<file path="src/rtl/irq_pkg.sv">
package irq_pkg;

    localparam int PSR_PRIV_BIT = 15;
    localparam int PSR_LVL_LO   = 8;
    localparam int PSR_CC_W     = 3;

    typedef enum logic [2:0] {
        ST_IDLE,
        ST_SWAP,
        ST_PUSH_PSR,
        ST_PUSH_PC,
        ST_VECTOR,
        ST_POP_PC,
        ST_POP_PSR,
        ST_USP_BACK
    } seq_state_e;

endpackage

</file>
<file path="src/rtl/irq_prio_pick.sv">
module irq_prio_pick #(
    parameter int NREQ = 4,
    parameter int LVLW = 3,
    parameter int VECW = 8
) (
    input  logic                   clk,
    input  logic                   rst_n,
    input  logic [NREQ-1:0]        req_i,
    input  logic [NREQ*LVLW-1:0]   lvl_i,
    input  logic [NREQ*VECW-1:0]   vec_i,
    output logic                   valid_o,
    output logic [LVLW-1:0]        lvl_o,
    output logic [VECW-1:0]        vec_o
);

    logic [LVLW-1:0] lvl_a [NREQ];
    logic [VECW-1:0] vec_a [NREQ];

    for (genvar g = 0; g < NREQ; g++) begin : g_unpack
        assign lvl_a[g] = lvl_i[g*LVLW +: LVLW];
        assign vec_a[g] = vec_i[g*VECW +: VECW];

        // No active request may outrank the chosen one
        AST_PICK_DOMINATES: assert property (@(posedge clk) disable iff (!rst_n)
            req_i[g] |-> (valid_o && lvl_a[g] <= lvl_o));
    end

    // Ascending scan; a later index replaces only on a strictly higher level,
    // so the lower index keeps a tie.
    always_comb begin
        valid_o = 1'b0;
        lvl_o   = '0;
        vec_o   = '0;
        for (int i = 0; i < NREQ; i++) begin
            if (req_i[i] && (!valid_o || lvl_a[i] > lvl_o)) begin
                valid_o = 1'b1;
                lvl_o   = lvl_a[i];
                vec_o   = vec_a[i];
            end
        end
    end

endmodule

</file>
<file path="src/rtl/irq_seq_fsm.sv">
module irq_seq_fsm
    import irq_pkg::*;
#(
    parameter int            DW       = 16,
    parameter int            LVLW     = 3,
    parameter int            VECW     = 8,
    parameter logic [DW-1:0] VEC_BASE = 16'h0100,
    parameter logic [VECW-1:0] EXC_VEC = 8'h00
) (
    input  logic            clk,
    input  logic            rst_n,
    input  logic            boundary_i,
    input  logic            rti_i,
    input  logic            pick_valid_i,
    input  logic [LVLW-1:0] pick_lvl_i,
    input  logic [VECW-1:0] pick_vec_i,
    input  logic [DW-1:0]   psr_i,
    input  logic [DW-1:0]   pc_i,
    input  logic [DW-1:0]   r6_i,
    input  logic [DW-1:0]   usp_i,
    input  logic [DW-1:0]   ssp_i,
    output logic            busy_o,
    output logic            psr_we_o,
    output logic [DW-1:0]   psr_wd_o,
    output logic            pc_we_o,
    output logic [DW-1:0]   pc_wd_o,
    output logic            r6_we_o,
    output logic [DW-1:0]   r6_wd_o,
    output logic            usp_we_o,
    output logic [DW-1:0]   usp_wd_o,
    output logic [DW-1:0]   mem_addr_o,
    output logic            mem_re_o,
    output logic            mem_we_o,
    output logic [DW-1:0]   mem_wdata_o,
    input  logic [DW-1:0]   mem_rdata_i
);

    localparam int TBL_SPAN = 1 << VECW;

    seq_state_e      state_q, state_d;
    logic [LVLW-1:0] lvl_q, lvl_d;
    logic [VECW-1:0] vec_q, vec_d;
    logic [LVLW-1:0] cur_lvl;
    logic            is_user;
    logic            wins;

    assign cur_lvl = psr_i[PSR_LVL_LO +: LVLW];
    assign is_user = psr_i[PSR_PRIV_BIT];
    assign wins    = pick_valid_i && (pick_lvl_i > cur_lvl);

    always_ff @(posedge clk or negedge rst_n) begin
        if (!rst_n) begin
            state_q <= ST_IDLE;
            lvl_q   <= '0;
            vec_q   <= '0;
        end else begin
            state_q <= state_d;
            lvl_q   <= lvl_d;
            vec_q   <= vec_d;
        end
    end

    // Next state and captured entry parameters
    always_comb begin
        state_d = state_q;
        lvl_d   = lvl_q;
        vec_d   = vec_q;
        unique case (state_q)
            ST_IDLE: begin
                if (rti_i) begin
                    if (is_user) begin
                        lvl_d   = cur_lvl;
                        vec_d   = EXC_VEC;
                        state_d = ST_SWAP;
                    end else begin
                        state_d = ST_POP_PC;
                    end
                end else if (boundary_i && wins) begin
                    lvl_d   = pick_lvl_i;
                    vec_d   = pick_vec_i;
                    state_d = is_user ? ST_SWAP : ST_PUSH_PSR;
                end
            end
            ST_SWAP:     state_d = ST_PUSH_PSR;
            ST_PUSH_PSR: state_d = ST_PUSH_PC;
            ST_PUSH_PC:  state_d = ST_VECTOR;
            ST_VECTOR:   state_d = ST_IDLE;
            ST_POP_PC:   state_d = ST_POP_PSR;
            ST_POP_PSR:  state_d = mem_rdata_i[PSR_PRIV_BIT] ? ST_USP_BACK : ST_IDLE;
            ST_USP_BACK: state_d = ST_IDLE;
            default:     state_d = ST_IDLE;
        endcase
    end

    // Outputs per state
    always_comb begin
        busy_o      = (state_q != ST_IDLE);
        psr_we_o    = 1'b0;
        psr_wd_o    = psr_i;
        pc_we_o     = 1'b0;
        pc_wd_o     = mem_rdata_i;
        r6_we_o     = 1'b0;
        r6_wd_o     = r6_i;
        usp_we_o    = 1'b0;
        usp_wd_o    = r6_i;
        mem_addr_o  = r6_i;
        mem_re_o    = 1'b0;
        mem_we_o    = 1'b0;
        mem_wdata_o = psr_i;
        unique case (state_q)
            ST_IDLE: ;
            ST_SWAP: begin
                usp_we_o = 1'b1;
                r6_we_o  = 1'b1;
                r6_wd_o  = ssp_i;
            end
            ST_PUSH_PSR, ST_PUSH_PC: begin
                r6_we_o     = 1'b1;
                r6_wd_o     = r6_i - 1'b1;
                mem_addr_o  = r6_i - 1'b1;
                mem_we_o    = 1'b1;
                mem_wdata_o = (state_q == ST_PUSH_PSR) ? psr_i : pc_i;
            end
            ST_VECTOR: begin
                mem_addr_o = VEC_BASE + DW'(vec_q);
                mem_re_o   = 1'b1;
                pc_we_o    = 1'b1;
                psr_we_o   = 1'b1;
                psr_wd_o[PSR_PRIV_BIT]          = 1'b0;
                psr_wd_o[PSR_LVL_LO +: LVLW]    = lvl_q;
                psr_wd_o[PSR_CC_W-1:0]          = '0;
            end
            ST_POP_PC: begin
                mem_re_o = 1'b1;
                pc_we_o  = 1'b1;
                r6_we_o  = 1'b1;
                r6_wd_o  = r6_i + 1'b1;
            end
            ST_POP_PSR: begin
                mem_re_o = 1'b1;
                psr_we_o = 1'b1;
                psr_wd_o = mem_rdata_i;
                r6_we_o  = 1'b1;
                r6_wd_o  = r6_i + 1'b1;
            end
            ST_USP_BACK: begin
                r6_we_o = 1'b1;
                r6_wd_o = usp_i;
            end
            default: ;
        endcase
    end

    AST_LEVEL_GATE: assert property (@(posedge clk) disable iff (!rst_n)
        (state_q == ST_IDLE && !rti_i && !(pick_valid_i && pick_lvl_i > cur_lvl))
        |=> !busy_o);
    AST_START_AT_EDGE: assert property (@(posedge clk) disable iff (!rst_n)
        $rose(busy_o) |-> $past(boundary_i || rti_i));
    AST_WRITE_IN_PUSH: assert property (@(posedge clk) disable iff (!rst_n)
        mem_we_o |-> (state_q == ST_PUSH_PSR || state_q == ST_PUSH_PC));
    AST_PUSH_PREDEC: assert property (@(posedge clk) disable iff (!rst_n)
        mem_we_o |-> (r6_we_o && mem_addr_o == r6_wd_o));
    AST_VEC_TABLE: assert property (@(posedge clk) disable iff (!rst_n)
        (state_q == ST_VECTOR) |-> (mem_re_o && pc_we_o && mem_addr_o >= VEC_BASE
                                    && mem_addr_o < VEC_BASE + TBL_SPAN));
    AST_SUPV_AFTER_ENTRY: assert property (@(posedge clk) disable iff (!rst_n)
        (state_q == ST_VECTOR) |=> !psr_i[PSR_PRIV_BIT]);
    AST_ONE_ACCESS: assert property (@(posedge clk) disable iff (!rst_n)
        $onehot0({mem_re_o, mem_we_o}));

endmodule

</file>
<file path="src/rtl/irq_entry_seq.sv">
module irq_entry_seq #(
    parameter int NREQ = 4
) (
    input  logic              clk,
    input  logic              rst_n,
    input  logic              boundary_i,
    input  logic              rti_i,
    input  logic [NREQ-1:0]   irq_req_i,
    input  logic [NREQ*3-1:0] irq_lvl_i,
    input  logic [NREQ*8-1:0] irq_vec_i,
    input  logic [15:0]       psr_i,
    input  logic [15:0]       pc_i,
    input  logic [15:0]       r6_i,
    input  logic [15:0]       usp_i,
    input  logic [15:0]       ssp_i,
    output logic              busy_o,
    output logic              psr_we_o,
    output logic [15:0]       psr_wd_o,
    output logic              pc_we_o,
    output logic [15:0]       pc_wd_o,
    output logic              r6_we_o,
    output logic [15:0]       r6_wd_o,
    output logic              usp_we_o,
    output logic [15:0]       usp_wd_o,
    output logic [15:0]       mem_addr_o,
    output logic              mem_re_o,
    output logic              mem_we_o,
    output logic [15:0]       mem_wdata_o,
    input  logic [15:0]       mem_rdata_i
);

    localparam int LVLW = 3;
    localparam int VECW = 8;

    logic            pick_valid;
    logic [LVLW-1:0] pick_lvl;
    logic [VECW-1:0] pick_vec;

    irq_prio_pick #(.NREQ(NREQ), .LVLW(LVLW), .VECW(VECW)) u_pick (
        .clk     (clk),
        .rst_n   (rst_n),
        .req_i   (irq_req_i),
        .lvl_i   (irq_lvl_i),
        .vec_i   (irq_vec_i),
        .valid_o (pick_valid),
        .lvl_o   (pick_lvl),
        .vec_o   (pick_vec)
    );

    irq_seq_fsm #(.DW(16), .LVLW(LVLW), .VECW(VECW)) u_fsm (
        .clk          (clk),
        .rst_n        (rst_n),
        .boundary_i   (boundary_i),
        .rti_i        (rti_i),
        .pick_valid_i (pick_valid),
        .pick_lvl_i   (pick_lvl),
        .pick_vec_i   (pick_vec),
        .psr_i        (psr_i),
        .pc_i         (pc_i),
        .r6_i         (r6_i),
        .usp_i        (usp_i),
        .ssp_i        (ssp_i),
        .busy_o       (busy_o),
        .psr_we_o     (psr_we_o),
        .psr_wd_o     (psr_wd_o),
        .pc_we_o      (pc_we_o),
        .pc_wd_o      (pc_wd_o),
        .r6_we_o      (r6_we_o),
        .r6_wd_o      (r6_wd_o),
        .usp_we_o     (usp_we_o),
        .usp_wd_o     (usp_wd_o),
        .mem_addr_o   (mem_addr_o),
        .mem_re_o     (mem_re_o),
        .mem_we_o     (mem_we_o),
        .mem_wdata_o  (mem_wdata_o),
        .mem_rdata_i  (mem_rdata_i)
    );

    AST_IDLE_NO_WRITE: assert property (@(posedge clk) disable iff (!rst_n)
        !busy_o |-> !mem_we_o);

endmodule

</file>
<file path="config.mk">
export PLATFORM = sky130hd
export DESIGN_NAME = irq_entry_seq
export DESIGN_NICKNAME = d
export VERILOG_FILES = /design/src/rtl/irq_pkg.sv /design/src/rtl/irq_prio_pick.sv /design/src/rtl/irq_seq_fsm.sv /design/src/rtl/irq_entry_seq.sv
export SDC_FILE = /design/constraint.sdc
export NUM_CORES = 1
export LEC_CHECK = 0
export BUFFER_PORTS_ARGS = -buffer_cell sky130_fd_sc_hd__clkbuf_2
export CAP_MARGIN = 20
export CORE_ASPECT_RATIO = 0.8
export CORE_MARGIN = 4
export CORE_UTILIZATION = 44
export CTS_CLUSTER_SIZE = 8
export DETAILED_ROUTE_END_ITERATION = 10
export GPL_TIMING_DRIVEN = 1
export PLACE_DENSITY = 0.93
export SLEW_MARGIN = 5
export SYNTH_ARGS = -nofsm -noshare
export SYNTH_HDL_FRONTEND = slang
export SYNTH_SLANG_ARGS = --single-unit
</file>
<file path="constraint.sdc">
create_clock -name clk -period 2.56 [get_ports clk]
set_clock_uncertainty 0.05 [all_clocks]
set_input_delay 0.256 -clock clk [delete_from_list [all_inputs] [get_ports clk]]
set_output_delay 0.256 -clock clk [all_outputs]
set_load 0.05 [all_outputs]
</file>
==> results by group <==
Worst setup path
  – Req. time, crit path: 2.64 ns
  – Slowest CP cell: a221o_1
  – CP endpoint: u_fsm.vec_q[0]$_DFFE_PN0P_
  – Crit Path Class: in -> reg
  – Crit path DAT: 5.24 ns
  – Setup crit start: irq_lvl_i[2]
  – Critical R2R Launch: u_fsm.state_q[1]$_DFFE_PN0P_
  – Crit-path max FO: 8
  – Path depth of the worst reg2reg path: 7
  – Worst stage delay on the critical path: 0.37 ns
  – R2R setup slack: 0.33 ns
  – Startpoint Class: input pin
  – CP endpoint kind: flip-flop
  – Reg2reg end: u_fsm.vec_q[2]$_DFFE_PN0P_

Cells and area
  – Final core occ: 79.4%
  – Final std cells w/o fill: 940
  – Final #Nets: 995
  – Share of cells above drive strength 1: 56.7%
  – Area Growth Syn to Fin: 72.0%
  – Ant. Diodes: 0

Clocking
  – TritonCTS clock tree: yes
  – Register clock-pin slew on the reported worst setup and hold paths: 0.06 ns
  – Maximum clock path buffer count: 2
  – CTS Sinks: 14
  – H-tree depth: 1
  – Cts bufs inserted: 3
  – Clk_lat worst skew: 0.24 ns
  – CTS root buf: clkbuf_8

Logic synthesis
  – Mapped Area: 3730 um^2
  – Yosys warnings: 0
  – Most used DFF post-synth: dfrtp_1
  – Largest area contributor in the netlist: dfrtp_1
  – Synthesized flop and latch total: 14
  – Yosys top cell area share: 9.38%
  – FFs w/ async S/R, synth: 100%
  – Sequential element share of the synthesized area: 9.38%
  – Distinct cells, synth: 67
  – Synthesized area per cell: 6.88 um^2
  – Syn_nets: 704
  – Number of flops mapped to enable cells by yosys: 0
  – Largest cells by area after synthesis: dfrtp_1 (9.4%), mux2_2 (8.1%), buf_4 (6.4%)
  – Count leader, synth: nand2_1
  – Synthesized instance count: 543
  – Commonest cells in the netlist: nand2_1 (47), nor2_1 (41), a21oi_1 (39)

Timing
  – Tcrit/Tclk final: 201%
  – Slew Limit Fails: 0
  – Final setup violating endpoints: 15
  – Least-Margin Pin Slew: 0.708 ns
  – Max transition margin: 52.4%
  – Final worst setup slack: -2.60 ns
  – RSZ-0062 raised after global routing: true
  – Final TNS setup: -33.25 ns
  – Max frequency: 0.194 GHz
  – Minimum clock period after layout: 5.16 ns
  – Fin. Hold Viols: 0

Flow run
  – Number of max-cap violations: 0

Min path
  – Path category of the worst min-delay check: in -> reg
  – Hold Crit Depth: 3

Placed design
  – DP Worst Slack: -2.64 ns
  – Placed Instances: 916
  – IO buf count: 250
  – HPWL after DPL: 14300 um
  – Gpl congestion: 1.05

Power and ir drop
  – Leak pwr: 3.13 nW
  – Power, Total: 7.30 mW
  – VDD IR-drop max: 1.03 mV
  – PD cells: 1140 nW/um^2

Floorplanning
  – Io pins: 251
  – Die height: 90.4 um
  – Core area: 8090 um^2
  – Starting Density: 46.1%
  – FP Rows: 29
  – Full die area: 10000 um^2
  – Die width: 111 um

Drt
  – Vias post-DR: 6153
  – Initial detailed-routing violation count: 786
  – Drt pass-1 iters: 7
  – DRT Wirelength: 20700 um
  – # DRC: 0
  – Post-DRT Antenna Nets: 0
  – Vias/cell: 6.55
  – Average wire per standard cell: 22.0 um

Global routing
  – First-pass GRT wire length: 28900 um
  – Largest net degree at the start of global routing: 31
  – Total GRT Usage: 34.5%
  – Vias in the first global route: 5615
  – Remaining global-route overflow: 0
  – Antenna violations before repair: 0

Status
  – Status: finished, violations left
  – Failing checks: setup timing
[worst min-delay path by stage]
stage                                from                            to
final                     mem_rdata_i[15]  u_fsm.state_q[0]$_DFFE_PN0P_
after global routing        irq_vec_i[28]    u_fsm.vec_q[4]$_DFFE_PN0P_
after detailed placement            rst_n    u_fsm.lvl_q[0]$_DFFE_PN0P_
after floorplan                     rst_n    u_fsm.lvl_q[0]$_DFFE_PN0P_
after CTS                   irq_vec_i[31]    u_fsm.vec_q[7]$_DFFE_PN0P_
after global placement              rst_n    u_fsm.lvl_q[0]$_DFFE_PN0P_
[metal layers]
layer | GRT usage (%) | vias to the layer above | routed length (um)
met5 | 0 | - | 0
met4 | 16.2 | 0 | 1770
met1 | 39.4 | 2783 | 6820
met3 | 6.76 | 164 | 2310
li1 | - | 2594 | -
met2 | 61.8 | 612 | 9770
[kinds of logic after synthesis]
logic type / share of synthesized area [%]
DFF: 9.38
muxes: 9.22
xor gates and xnor gates: 2.35
buffers and inverters: 13.3
and+or+nand+nor: 25.5
adders and majority gates: 4.36
AOI/OAI and AO/OA: 35.9
[per-stage QoR]
step           hold slack [ns]  instance area (um^2)
6_report                 0.364                  6420
5_1_grt                  0.383                  6420
3_5_place_dp             0.130                  5810
2_1_floorplan          -0.0896                  3950
4_1_cts                  0.276                  6120
3_3_place_gp             0.132                  5810
[layout make-up]
class,count,area (um^2)
clock buffer,3,41.3
fill,513,1670
multi-input combinational,433,3410
inverter,22,82.6
tap,108,135
sequential,14,353
timing repair buffer,360,2400
[cells in the final DEF (no fill, tap or decap), drive strengths merged, types with 6 or more instances in the layout]
| cell type | n |
|---|---|
| o21ai | 39 |
| ha | 13 |
| buf | 130 |
| nand2b | 13 |
| dfrtp | 14 |
| clkbuf | 232 |
| nand2 | 47 |
| o21a | 19 |
| a22o | 15 |
| o41ai | 8 |
| a21o | 7 |
| nor2 | 41 |
| and2 | 7 |
| nor4 | 9 |
| o211ai | 6 |
| mux2 | 27 |
| a21oi | 39 |
| inv | 22 |
| nand3 | 8 |
| a221o | 6 |
| nor2b | 8 |
| nor3 | 21 |
| o22ai | 13 |
[critical path, delay by kind of cell]
family,cells,cell delay [ns]
adders and majority gates,4,0.90
buffers and inverters,4,0.51
AOI/OAI and AO/OA,14,2.75
and+or+nand+nor,7,0.78
[where the power goes]
part	switching [mW]	internal, mW	leakage [nW]
clock	0.0802	0.104	0.0216
sequential	0.158	0.332	0.178
combinational	4.23	2.39	2.94
[state kept, by name, summed over array words and instances, names as in the netlist]
name	count
u_fsm.vec_q	8
u_fsm.lvl_q	3
u_fsm.state_q	3
[timing repair]
| item | CTS | global route |
|---|---|---|
| hold buffers | 1 | 0 |
| endpoints found under the hold margin | 14 | 0 |
| gates resized for setup | 33 | 52 |
| endpoints found under the setup margin | 22 | 31 |
| setup buffers | 12 | 8 |
| pin swaps | 22 | 34 |
No activity file was read; power rests on OpenSTA's default activity.
